--- config.mk ---
export PLATFORM = sky130hd
export DESIGN_NAME = nop_bank_loader
export DESIGN_NICKNAME = d
export VERILOG_FILES = /design/src/rtl/nop_bank_loader_pkg.sv /design/src/rtl/nop_bank_loader_ctrl.sv /design/src/rtl/nop_bank_loader_dp.sv /design/src/rtl/nop_bank_loader.sv
export SDC_FILE = /design/constraint.sdc
export NUM_CORES = 1
export LEC_CHECK = 0
export BUFFER_PORTS_ARGS = -buffer_cell sky130_fd_sc_hd__buf_2
export CAP_MARGIN = 20
export CELL_PAD_IN_SITES_DETAIL_PLACEMENT = 1
export CELL_PAD_IN_SITES_GLOBAL_PLACEMENT = 2
export CORE_ASPECT_RATIO = 0.9
export CORE_UTILIZATION = 28
export DETAILED_ROUTE_END_ITERATION = 7
export HOLD_SLACK_MARGIN = 0.06
export PLACE_DENSITY = 0.77
export SLEW_MARGIN = 20
export SYNTH_ARGS = -nofsm -noshare
export SYNTH_HDL_FRONTEND = slang
export SYNTH_SLANG_ARGS = --single-unit
--- constraint.sdc ---
create_clock -name clk -period 1.98 [get_ports clk]
set_input_delay 0.198 -clock clk [delete_from_list [all_inputs] [get_ports clk]]
set_output_delay 0.198 -clock clk [all_outputs]
set_load 0.1 [all_outputs]
--- src/rtl/nop_bank_loader_pkg.sv ---
package nop_bank_loader_pkg;

  typedef enum logic [1:0] {
    ST_IDLE    = 2'd0,
    ST_ZP_OPER = 2'd1,
    ST_ZP_TGT  = 2'd2,
    ST_IMM_OPR = 2'd3
  } seqState_t;

  typedef struct packed {
    logic captureOperand;
    logic loadBank;
  } ctrlStrobes_t;

endpackage

--- src/rtl/nop_bank_loader_ctrl.sv ---
module nop_bank_loader_ctrl
  import nop_bank_loader_pkg::*;
(
  input  logic         clk,
  input  logic         rstN,
  input  logic         busEn,
  input  logic         opSync,
  input  logic         busRnw,
  input  logic         isZpOpc,
  input  logic         isImmOpc,
  input  logic         addrHit,
  output ctrlStrobes_t ctrl
);

  seqState_t stateQ, stateD;

  always_comb begin
    stateD = stateQ;
    ctrl   = '0;
    if (busEn) begin
      if (!busRnw) begin
        stateD = ST_IDLE;
      end else if (opSync) begin
        if (isZpOpc)       stateD = ST_ZP_OPER;
        else if (isImmOpc) stateD = ST_IMM_OPR;
        else               stateD = ST_IDLE;
      end else begin
        unique case (stateQ)
          ST_ZP_OPER: begin
            ctrl.captureOperand = 1'b1;
            stateD = ST_ZP_TGT;
          end
          ST_ZP_TGT: begin
            ctrl.loadBank = addrHit;
            stateD = ST_IDLE;
          end
          ST_IMM_OPR: begin
            ctrl.loadBank = 1'b1;
            stateD = ST_IDLE;
          end
          default: stateD = ST_IDLE;
        endcase
      end
    end
  end

  always_ff @(posedge clk) begin
    if (!rstN) stateQ <= ST_IDLE;
    else       stateQ <= stateD;
  end

endmodule

--- src/rtl/nop_bank_loader_dp.sv ---
module nop_bank_loader_dp
  import nop_bank_loader_pkg::*;
#(
  parameter int unsigned ADDR_W  = 16,
  parameter int unsigned DATA_W  = 8,
  parameter logic [7:0]  ZP_OPC  = 8'h44,
  parameter logic [7:0]  IMM_OPC = 8'h02
) (
  input  logic              clk,
  input  logic              rstN,
  input  ctrlStrobes_t      ctrl,
  input  logic [ADDR_W-1:0] busAddr,
  input  logic [DATA_W-1:0] busData,
  output logic              isZpOpc,
  output logic              isImmOpc,
  output logic              addrHit,
  output logic [DATA_W-1:0] bankReg,
  output logic              loadStrobe
);

  localparam int unsigned HIGH_W = ADDR_W - DATA_W;

  logic [DATA_W-1:0] operandQ;

  assign isZpOpc  = (busData == DATA_W'(ZP_OPC));
  assign isImmOpc = (busData == DATA_W'(IMM_OPC));
  assign addrHit  = (busAddr[ADDR_W-1:DATA_W] == {HIGH_W{1'b0}}) &&
                    (busAddr[DATA_W-1:0] == operandQ);

  always_ff @(posedge clk) begin
    if (!rstN) begin
      operandQ   <= '0;
      bankReg    <= '0;
      loadStrobe <= 1'b0;
    end else begin
      if (ctrl.captureOperand) operandQ <= busData;
      if (ctrl.loadBank)       bankReg  <= busData;
      loadStrobe <= ctrl.loadBank;
    end
  end

endmodule

--- src/rtl/nop_bank_loader.sv ---
module nop_bank_loader
  import nop_bank_loader_pkg::*;
#(
  parameter int unsigned ADDR_W  = 16,
  parameter int unsigned DATA_W  = 8,
  parameter logic [7:0]  ZP_OPC  = 8'h44,
  parameter logic [7:0]  IMM_OPC = 8'h02
) (
  input  logic              clk,
  input  logic              rstN,
  input  logic              busEn,
  input  logic              opSync,
  input  logic              busRnw,
  input  logic [ADDR_W-1:0] busAddr,
  input  logic [DATA_W-1:0] busData,
  output logic [DATA_W-1:0] bankReg,
  output logic              loadStrobe
);

  ctrlStrobes_t ctrl;
  logic isZpOpc, isImmOpc, addrHit;

  nop_bank_loader_ctrl ctrl_i (
    .clk(clk), .rstN(rstN), .busEn(busEn), .opSync(opSync), .busRnw(busRnw),
    .isZpOpc(isZpOpc), .isImmOpc(isImmOpc), .addrHit(addrHit), .ctrl(ctrl)
  );

  nop_bank_loader_dp #(
    .ADDR_W(ADDR_W), .DATA_W(DATA_W), .ZP_OPC(ZP_OPC), .IMM_OPC(IMM_OPC)
  ) dp_i (
    .clk(clk), .rstN(rstN), .ctrl(ctrl), .busAddr(busAddr), .busData(busData),
    .isZpOpc(isZpOpc), .isImmOpc(isImmOpc), .addrHit(addrHit),
    .bankReg(bankReg), .loadStrobe(loadStrobe)
  );

endmodule

# Yosys cells after proc, flatten, opt, wreduce, memory -nomap -nowiden
# Cells that the tools add are included.
[classes]
shifts = 0
n_bitwise = 0
div = 0
n_mul = 0
n_mux = 10
order_cmp = 0
eq_ne = 6
n_addsub = 0
reduce_logical = 2
[op_table]
columns = ["cell", "count"]
rows = [
  ["2-bit two-way mux", 8],
  ["8-bit by 2-bit equality test with 1-bit output, second input constant", 1],
  ["8-bit by 7-bit equality test with 1-bit output, second input constant", 1],
  ["8-bit equality test", 1],
  ["8-bit logical NOT", 1],
  ["2-bit equality test, second input constant", 2],
  ["2-bit by 1-bit equality test with 1-bit output, second input constant", 1],
  ["1-bit case mux with 2 select lines", 1],
  ["1-bit logical AND", 1],
  ["1-bit two-way mux", 1],
]
[word_totals]
mem_count = 0
rom_bits = 0
out_inout_bits = 9
latch_bits = 0
regBits = 19
mem_bits_rw = 0
inputBits = 29

# Longest topological paths before layout
# Gate-level depths: netlist (run 1).
[depth]
ltp_word = 6
depth_mapped = 6
ltp_nobuf = 4

# By module
# Synthesis (run 1) repeated with hierarchy kept, for this count alone.
[unflattened]
cells_unflattened = 85
hier_area_um2 = 902.1
[modules_own_cells]
columns = ["mod", "cells_each", "seq_area_each_um2", "area_each_um2", "instances"]
rows = [
  ["nop_bank_loader_dp", 72, 340.3, 770.7, 1],
  ["nop_bank_loader_ctrl", 13, 40.0, 131.4, 1],
]

# Least setup slack after synthesis (run 1)
# OpenSTA, ideal clock, no wires.
[synth_path]
kind = "register to register"
startpoint = "reg ctrl_i.stateQ[1]"
endpoint = "reg dp_i.bankReg[7]"
n_path_buf = 2
required_ns = 1.918
setup_slack_ns = 0.481
path_stages_with_launch = 7
arrival_ns = 1.437
setup_ns = 0.062
cell_sequence = "dfxtp_1 -> and4b_1 -> buf_6 -> nand3_4 -> buf_6 -> or4_1 -> nand3_1"
[synth_via]
elab_chain_cells = 5
elab_cells_between_ends = 6
classes_between = "2 x eq/ne; 4 x mux"
[synth_rtl]
columns = ["item", "line_no", "source"]
rows = [
  ["start, declared", "nop_bank_loader_ctrl.sv:15", "seqState_t stateQ, stateD;"],
  ["start signal, assigned", "nop_bank_loader_ctrl.sv:49", "else stateQ <= stateD;"],
  ["2-bit equality test", "nop_bank_loader_ctrl.sv:28", "unique case (stateQ)"],
  ["1-bit case mux with 2 select lines (*)", "nop_bank_loader_ctrl.sv:28", ""],
  ["2-bit two-way mux (*)", "nop_bank_loader_ctrl.sv:23", "end else if (opSync) begin"],
  ["2-bit two-way mux (*)", "nop_bank_loader_ctrl.sv:21", "if (!busRnw) begin"],
  ["2-bit two-way mux (*)", "nop_bank_loader_ctrl.sv:20", "if (busEn) begin"],
  ["end signal, assigned", "nop_bank_loader_dp.sv:37", "if (ctrl.loadBank) bankReg <= busData;"],
  ["end, declared", "nop_bank_loader_dp.sv:17", "output logic [DATA_W-1:0] bankReg,"],
]
# Mark *: on every way between the ends. The rest lies on a longest branch, timed or not.
# A chain may end at the register's enable or synchronous reset.

# Final worst setup path (run 1)
# Same ends and word-level chain as after synthesis.

==> metrics.md, run 1 <==
| Metric | Value |
|---|---|
| Num CTS Buffers | 3 |
| Starting density of the core | 29.70% |
| Synthesis-to-finish area growth | 23.77% |
| CTS tree | done |
| Number of remaining DRC errors | 0 |
| Net Count, Synth | roughly 160 |
| Tightest Pin Transition | around 0.6 ns |
| Total power | about 0.74 mW |
| # diodes | 0 |
| Status | completed |
| Num ports | 38 |
| Reg power frac | 51.5% |
| Clock H-tree levels | 1 |
| Initial antenna violation count | 0 |
| Via-to-Cell Ratio | 5.319 |
| Via count | ~1100 |
| Setup TNS | 0 ns |
| P per Cell Area | approximately 540 mW/mm2 |
| Total gr overflow | 0 |
| Synth Instances | about 130 |
| Mapped cell area | between 0.001 and 0.0015 mm2 |
| Antenna Violating Nets Remaining | 0 |
| Reg2reg setup slack | 0.41 ns |
| Layout cells sized above 1 | ~29% |
| Clk Tree Root Cell | clkbuf_8 |
| DR iter-0 viols | 70 |
| Largest net degree at the start of global routing | 36 |
| First-pass iteration count of the detailed router | 4 |
| DRT Wirelength | 3283 um |
| Fin Clk Skew | 0.004857 ns |
| Register bit count reported by yosys | 19 |
| RSZ-0062 raised after global routing | false |
| Min-Delay Path Class | input port to flop |
| Syn Area/Cell | roughly 8.5 um2 |
| Postcts setup bufs | 0 |
| Total internal power | about 0.56 mW |
| Final core occ | between 30% and 40% |
| Wire per inst | approximately 15 um |
| Yosys synthesis warning count | 0 |
| Min Clock Period, post-route | about 1.6 ns |
| Max cap viols | 0 |
| Critical path arrival | 1.78 ns |
| Tcrit/Tclk final | roughly four fifths |
| Clock power frac | between 30% and 40% |
| FMAX | ~640 MHz |
| Final nets | 197 |
| Global-route usage over all layers | 17.03% |
| CP Class | flop to flop |
| Worst Setup Start Kind | flop |
| Ys async rst share | 0% |
| Req. time, crit path | around 2.2 ns |
| Vias in the first global route | about 1100 |
| Net Sw Frac | between 20% and 30% |
| Clock transition at path regs | 0.08 ns |
| Worst-path fanout max | 17 |
| PortBufs | 37 |
| Clock Sink Count | 19 |
| Max_slew headroom | around three fifths |
| CTS resizes | 0 |
| Std-Cell Rows | 21 |
| Final instance area | between 0.001 and 0.0015 mm2 |
| Hpwl dp | about 2400 um |
| Core ar. | approximately 0.0038 mm2 |
| Final hold vios | 0 |
| Setup violators final | 0 |
| Leak | 0.5358 nW |
| Worst Setup End Kind | flop |
| Cts-stage hold buffer count | 0 |
| Commonest non-fill, non-tap cell in the layout | buf_2 |
| Most frequent cells in the layout | buf_2 (37), dfxtp_1 (19), nand2_1 (17) |
| Die H | between 60 and 70 um |
| Post-synth EDFFs | 0 |
| Worst skew pair latency | roughly 0.26 ns |
| Slew Viols, Final | 0 |
| Peak supply drop | approximately 0.00025 V |
| GPL Wtd Cong | between 0.7 and 0.8 |
| Comb power frac | 10.7% |
| Synth Flop Type | dfxtp_1 |
| Sequential area share after synthesis | 34.08% |
| Placed cell areas | approximately 0.0013 mm2 |
| Max Buffers Root-to-Sink | 2 |
| Sw power | about 0.18 mW |
| Die Footprint | 0.004243 mm2 |
| Unique masters post-synth | 26 |
| DIE WIDTH | 68.55 um |
| First-pass GRT wire length | 5181 um |
-- power groups by stage --
stage,sequential [mW],clock [mW],combinational [mW]
floorplan,0.391,0,0.0308
global placement,0.391,0,0.0762
detailed placement,0.391,0,0.0794
CTS,0.382,0.295,0.0795
global route,0.382,0.311,0.0860
finish,0.382,0.280,0.0792
-- synth_stat cells, types with 2 or more instances --
cell type | number | area (um2)
dfxtp_1 | 19 | 380.4
nand2_1 | 17 | 63.81
a21oi_1 | 9 | 45.04
nor2b_1 | 9 | 56.30
a32oi_1 | 8 | 70.07
clkbuf_1 | 8 | 30.03
mux2i_1 | 8 | 80.08
nand3_1 | 8 | 40.04
o21ai_0 | 8 | 40.04
or4_1 | 8 | 60.06
xnor2_1 | 8 | 70.07
nand4_1 | 3 | 18.77
and2b_1 | 2 | 15.01
buf_6 | 2 | 22.52
nor2_1 | 2 | 7.510
nor4_2 | 2 | 25.02
o21a_1 | 2 | 15.01
-- layout make-up --
| cell class | instances | area [um2] |
|---|---|---|
| clock buffers | 4 | 45.04 |
| repair buffers | 41 | 215.2 |
| fillers | 471 | 2376 |
| flip-flops and latches | 19 | 380.4 |
| well taps | 46 | 57.56 |
| multi-input cells | 103 | 683.2 |
-- metal layers --
metal | vias to the layer above | track usage, % | wire, um
li1 | 554 | - | -
met5 | - | 0 | 0
met3 | 8 | 4.745 | 141
met1 | 542 | 20.18 | 1445
met4 | 0 | 5.357 | 34
met2 | 29 | 29.83 | 1661
-- sequential cells by signal, summed over array words and instances (netlist names) --
register / count
dp_i.bankReg: 8
dp_i.operandQ: 8
ctrl_i.stateQ: 2
dp_i.loadStrobe: 1
-- logic make-up (layout without fill, tap and decap cells) --
logic type	Yosys count	count (layout)	synth area share (%)
AOI/OAI and AO/OA	28	28	16.03
xor gates and xnor gates	8	8	6.278
buffers and inverters	10	45	4.708
DFF	19	19	34.08
muxes	8	8	7.175
and+or+nand+nor	59	59	31.73
-- worst max-delay path: stages, from the launching register on --
cell and delay, ns:
dfxtp_1 0.34, and4b_1 0.31, nand3_4 0.19, or4_1 0.57, nand3_1 0.11
-- worst paths after layout --
check | start | to | cells after the start
worst max-delay path | ctrl_i.stateQ[1] | dp_i.bankReg[7] | 4
worst min-delay path | busData[4] | dp_i.bankReg[4] | 3
worst max register to register | ctrl_i.stateQ[1] | dp_i.bankReg[7] | 4
worst min register to register | dp_i.operandQ[4] | dp_i.operandQ[4] | 2
-- stage by stage --
stage | worst slack, ns | std cells | hold slack (ns)
after floorplan | 0.4809 | 132 | 0.3635
after global placement | 0.4016 | 209 | 0.5212
after detailed placement | 0.3504 | 209 | 0.5310
after CTS | 0.3960 | 213 | 0.2596
after global routing | 0.2965 | 213 | 0.2727
final | 0.4068 | 213 | 0.2620
Power figures use the tool's default switching activity.
==> inputs of run 2 (changes only) <==
clock period = 1.6 ns   (was 1.98 ns; I/O delays follow)
==> run 2 against run 1 <==
  * First-iteration DRC count fell by 41%
  * Clock skew rose by 0.0022 ns
  * Via count rose by 0.35%
  * Clock power rose by 22%
  * Final area rose by 4.3%
  * Register-to-register slack got worse by 0.33 ns
  * Combinational power rose by 29%
  * Maximum frequency rose by 3.3%
  * Critical path depth did not move
  * Global-route usage fell by 0.52 points
  * Largest cell class unchanged
==> metrics.md, run 2 (same netlist as run 1, synthesis figures left out) <==
| Metric | Value |
|---|---|
| First-pass iteration count of the detailed router | 4 |
| FMAX | between 600 and 700 MHz |
| Final nets | about 200 |
| GPL Wtd Cong | about 0.76 |
| DR iter-0 viols | 41 |
| Worst Setup End Kind | flop |
| Synthesis-to-finish area growth | 29.15% |
| Vias in the first global route | approximately 1100 |
| Via count | about 1100 |
| Initial antenna violation count | 0 |
| Total internal power | 0.6959 mW |
| GR Util met2 | around 29% |
| Max cap viols | 0 |
| Worst skew pair latency | between 0.2 and 0.3 ns |
| Setup TNS | 0 ns |
| Peak supply drop | roughly 0.0003 V |
| Min Clock Period, post-route | approximately 1.5 ns |
| Number of remaining DRC errors | 0 |
| DRT Wirelength | about 3300 um |
| Clock power frac | between 30% and 40% |
| Placed instance count | around 210 |
| Grt peak-use layer | met2 |
| Comb power frac | 11.1% |
| Final hold vios | 0 |
| CP Class | flop to flop |
| Core ar. | 0.003757 mm2 |
| First-pass GRT wire length | between 5000 and 6000 um |
| Place WS | roughly 0.017 ns |
| Wire per inst | about 15 um |
| Die Footprint | 0.004243 mm2 |
| PortBufs | 37 |
| GR Util met3 | under 10% |
| Via-to-Cell Ratio | 5.192 |
| Fin cells | 219 |
| Leak | 0.5661 nW |
| Hpwl dp | roughly 2400 um |
| Clock Sink Count | 19 |
| DIE WIDTH | around 70 um |
| Req. time, crit path | approximately 1.8 ns |
| Status | completed |
| Std-Cell Rows | 21 |
| Net Sw Frac | ~24% |
| Max Buffers Root-to-Sink | 2 |
| Slew Viols, Final | 0 |
| Min-Delay Path Class | input port to flop |
| Cts-stage hold buffer count | 0 |
| Layout cells sized above 1 | approximately 32% |
| Sw power | roughly 0.22 mW |
| Die H | between 60 and 70 um |
| Global-route usage over all layers | 16.51% |
| Clock transition at path regs | ~0.08 ns |
| Setup violators final | 0 |
| Worst Setup Start Kind | flop |
| Num CTS Buffers | 3 |
| Most frequent cells in the layout | buf_2 (37), dfxtp_1 (19), nand2_1 (17) |
| Final core occ | 38.36% |
| RSZ-0062 raised after global routing | false |
| Tcrit/Tclk final | between 90% and 100% |
| Starting density of the core | ~30% |
| Max_slew headroom | 67.19% |
| Biggest regs | dp_i.bankReg: 8 flops, dp_i.operandQ: 8 flops, ctrl_i.stateQ: 2 flops |
| Antenna Violating Nets Remaining | 0 |
| Critical path arrival | about 1.7 ns |
| Reg power frac | around half |
| Largest net degree at the start of global routing | 28 |
| # diodes | 0 |
| Worst-path fanout max | 16 |
| CTS tree | done |
| Total gr overflow | 0 |
| Commonest non-fill, non-tap cell in the layout | buf_2 |
| Fin Clk Skew | about 0.007 ns |
| Num ports | 38 |
| Clk Tree Root Cell | clkbuf_8 |
| Fin Hold WS | around 0.22 ns |
| Setup ws final | just under 0.08 ns |
| Clock H-tree levels | 1 |
| GR Util met1 | 20.35% |
| Tightest Pin Transition | around 0.49 ns |
| P per Cell Area | around 640 mW/mm2 |
[run 2: through the flow]
stage | total power, mW | area, um2
floorplan | 0.5217 | 1116
global placement | 0.5823 | 1371
detailed placement | 0.5861 | 1371
CTS | 0.9270 | 1416
global route | 0.9577 | 1441
finish | 0.9158 | 1441
[run 2: repair_timing]
action                     CTS  global route
setup buffers                0             3
setup endpoints to repair    0             8
gates resized for setup      0             2
hold endpoints to repair     0             0
[run 2: layer usage]
layer,routed length (um),vias to the layer above
met5,0,-
met4,40,0
met3,144,4
met2,1608,24
met1,1475,542
li1,-,567
[run 2: layout make-up]
| type | count | area [um2] |
|---|---|---|
| fillers | 466 | 2316 |
| multi-input cells | 103 | 685.7 |
| flip-flops and latches | 19 | 380.4 |
| repair buffers | 47 | 272.8 |
| well taps | 46 | 57.56 |
| clock buffers | 4 | 45.04 |
[run 2: worst paths after layout]
path / start / end / slack [ns] / depth (start not counted)
worst max-delay path: ctrl_i.stateQ[1] / dp_i.bankReg[4] / 0.08 / 4
worst min-delay path: busData[7] / dp_i.bankReg[7] / 0.22 / 3
worst max register to register: ctrl_i.stateQ[1] / dp_i.bankReg[4] / 0.08 / 4
worst min register to register: dp_i.operandQ[5] / dp_i.operandQ[5] / 0.54 / 2
[run 2: critical path, cell delays in order, from the launching register on]
cell	delay, ns
dfxtp_1	0.34
and4b_2	0.29
nand3_4	0.16
or4_1	0.56
nand3_1	0.10
[run 2: power groups by stage]
stage	registers (mW)	logic, mW	clock network, mW
2_1_floorplan	0.484	0.0381	0
3_3_place_gp	0.484	0.0987	0
5_1_grt	0.472	0.111	0.375
4_1_cts	0.472	0.103	0.352
3_5_place_dp	0.484	0.103	0
6_report	0.473	0.102	0.341
==> inputs of run 3 (changes only) <==
ABC_CLOCK_PERIOD_IN_PS = 1700   (was not set)
clock period = 1.7 ns   (was 1.6 ns; I/O delays follow)
==> run 3 against run 2 <==
  * Hold slack improved by 0.0017 ns
  * First-iteration DRC count decreased by 17%
  * Maximum frequency fell by 1.5%
  * Register-to-register slack gained 0.08 ns
  * Critical endpoint is now dp_i.bankReg[1]
  * Largest power group unchanged
==> metrics.md, run 3 (same netlist as run 1, synthesis figures left out) <==
| Metric | Value |
|---|---|
| Starting density of the core | 29.70% |
| Num CTS Buffers | 3 |
| Postcts setup bufs | 0 |
| Die H | roughly 62 um |
| Clock transition at path regs | approximately 0.070 ns |
| Std-Cell Rows | 21 |
| DRT Wirelength | roughly 3300 um |
| Antenna Violating Nets Remaining | 0 |
| CTS tree | done |
| Min Clock Period, post-route | 1.546 ns |
| Clk Tree Root Cell | clkbuf_8 |
| Worst skew pair latency | 0.26 ns |
| Via-to-Cell Ratio | roughly 5.2 |
| Placed instance count | 211 |
| WHS Path Cells | 3 |
| Bufs and invs on worst path | 0 |
| Worst-path fanout max | 17 |
| Delay-heaviest family, CP | simple AND/OR/NAND/NOR gates |
| Max cap viols | 0 |
| CP Class | flop to flop |
| Leak | 0.5461 nW |
| DR iter-0 viols | 34 |
| Seq. cell area | roughly 380 um2 |
| Fin Clk Skew | 0.002890 ns |
| Tightest Pin Transition | a little under 0.5 ns |
| Largest net degree at the start of global routing | 28 |
| P per Cell Area | just over 600 mW/mm2 |
| Commonest non-fill, non-tap cell in the layout | buf_2 |
| Worst path cell trace | and4b_1 > nand3_4 > or4_1 > nand3_1 |
| CP max-delay cell | or4_1 |
| RSZ-0062 raised after global routing | false |
| RR Endpoint | dp_i.bankReg[1] |
| Core ar. | about 0.0038 mm2 |
| Setup violators final | 0 |
| Max Buffers Root-to-Sink | 2 |
| Slew Viols, Final | 0 |
| Worst Hold Endpoint | dp_i.bankReg[5] |
| Cts-stage hold buffer count | 0 |
| Layout cells sized above 1 | around 30% |
| First-pass GRT wire length | roughly 5400 um |
| Wire per inst | 15.32 um |
| Max incr delay on CP | 0.57 ns |
| Status | completed |
| Final nets | ~200 |
| R2R cell count | 4 |
| First-pass iteration count of the detailed router | 4 |
| Clock H-tree levels | 1 |
| Min-Delay Path Class | input port to flop |
| Biggest regs | dp_i.bankReg: 8 flops, dp_i.operandQ: 8 flops, ctrl_i.stateQ: 2 flops |
| Fin cells | between 200 and 250 |
| Number of remaining DRC errors | 0 |
| Total gr overflow | 0 |
| Global-route usage over all layers | a little under a fifth |
| Setup TNS | 0 ns |
| Worst Setup Start Kind | flop |
| # diodes | 0 |
| Via count | approximately 1100 |
| Num ports | 38 |
| Reg2reg setup slack | 0.15 ns |
| Max_slew headroom | between 60% and 70% |
| Die Footprint | ~0.0042 mm2 |
| CTS resizes | 0 |
| DIE WIDTH | ~69 um |
| FMAX | roughly 650 MHz |
| Tcrit/Tclk final | 90.95% |
| Vias in the first global route | 1159 |
| Synthesis-to-finish area growth | 25.11% |
| Hold Crit Start | busData[5] |
| Final core occ | between 30% and 40% |
| Hpwl dp | between 2000 and 2500 um |
| Most frequent cells in the layout | buf_2 (37), dfxtp_1 (19), nand2_1 (17) |
| Clock Sink Count | 19 |
| Critical path arrival | about 1.8 ns |
| Peak supply drop | about 0.00028 V |
| Initial antenna violation count | 0 |
| Req. time, crit path | roughly 1.9 ns |
| Final hold vios | 0 |
| GPL Wtd Cong | between 0.7 and 0.8 |
| Layout fillers | 470 |
| PortBufs | 37 |
| Worst Setup End Kind | flop |
| Multi-input gate area | ~700 um2 |
| Reg2reg start | ctrl_i.stateQ[1] |
-- run 3: cell types whose count changed in the layout (fill, tap and decap cells not counted) --
cell and change:
and2_1 +1, and2_2 -1, and4b_1 +1, and4b_2 -1, buf_12 -1, buf_4 -3
-- run 3: worst max path at each step --
stage                startpoint               to  slack [ns]  depth (start not counted)
2_1_floorplan  ctrl_i.stateQ[1]  dp_i.bankReg[7]        0.20                          6
3_3_place_gp        busAddr[12]  dp_i.bankReg[5]        0.02                          5
3_5_place_dp        busAddr[12]  dp_i.bankReg[1]        0.02                          5
4_1_cts        ctrl_i.stateQ[1]  dp_i.bankReg[1]        0.14                          4
5_1_grt        ctrl_i.stateQ[1]  dp_i.bankReg[7]        0.03                          5
6_report       ctrl_i.stateQ[1]  dp_i.bankReg[1]        0.15                          4
-- run 3: cell type report --
class / instances / area share [%]
clock buffer: 4 / 3.226
multi-input combinational: 103 / 48.92
sequential: 19 / 27.24
tap: 46 / 4.122
timing repair buffer: 43 / 16.49
-- run 3: worst min-delay path: stages --
cell and delay [ns]:
buf_2 0.12, a32oi_1 0.09, nand3_1 0.07
-- run 3: stage by stage --
step                      worst slack [ns]  hold slack, ns  total power [mW]  cell area, um2
final                               0.1538          0.2262            0.8638            1396
after global routing               0.02766          0.2446            0.9034            1396
after CTS                           0.1390          0.2228            0.8803            1396
after detailed placement           0.01972          0.5010            0.5501            1351
after global placement             0.02192          0.4951            0.5470            1351
after floorplan                     0.2009          0.3355            0.4910            1116
-- run 3: report_power, final --
group | total, mW | internal [mW] | switching [mW] | leakage [nW]
Sequential | 0.445 | 0.445 | 0.0000485 | 0.153
Clock | 0.325 | 0.167 | 0.158 | 0.0228
Combinational | 0.0938 | 0.0421 | 0.0517 | 0.370
Total | 0.864 | 0.654 | 0.210 | 0.546
-- run 3: per-layer routing --
metal  GRT usage (%)  routed length, um
met1           21.51               1480
met5               0                  0
met3           3.832                127
met2           32.07               1644
met4           6.250                 40
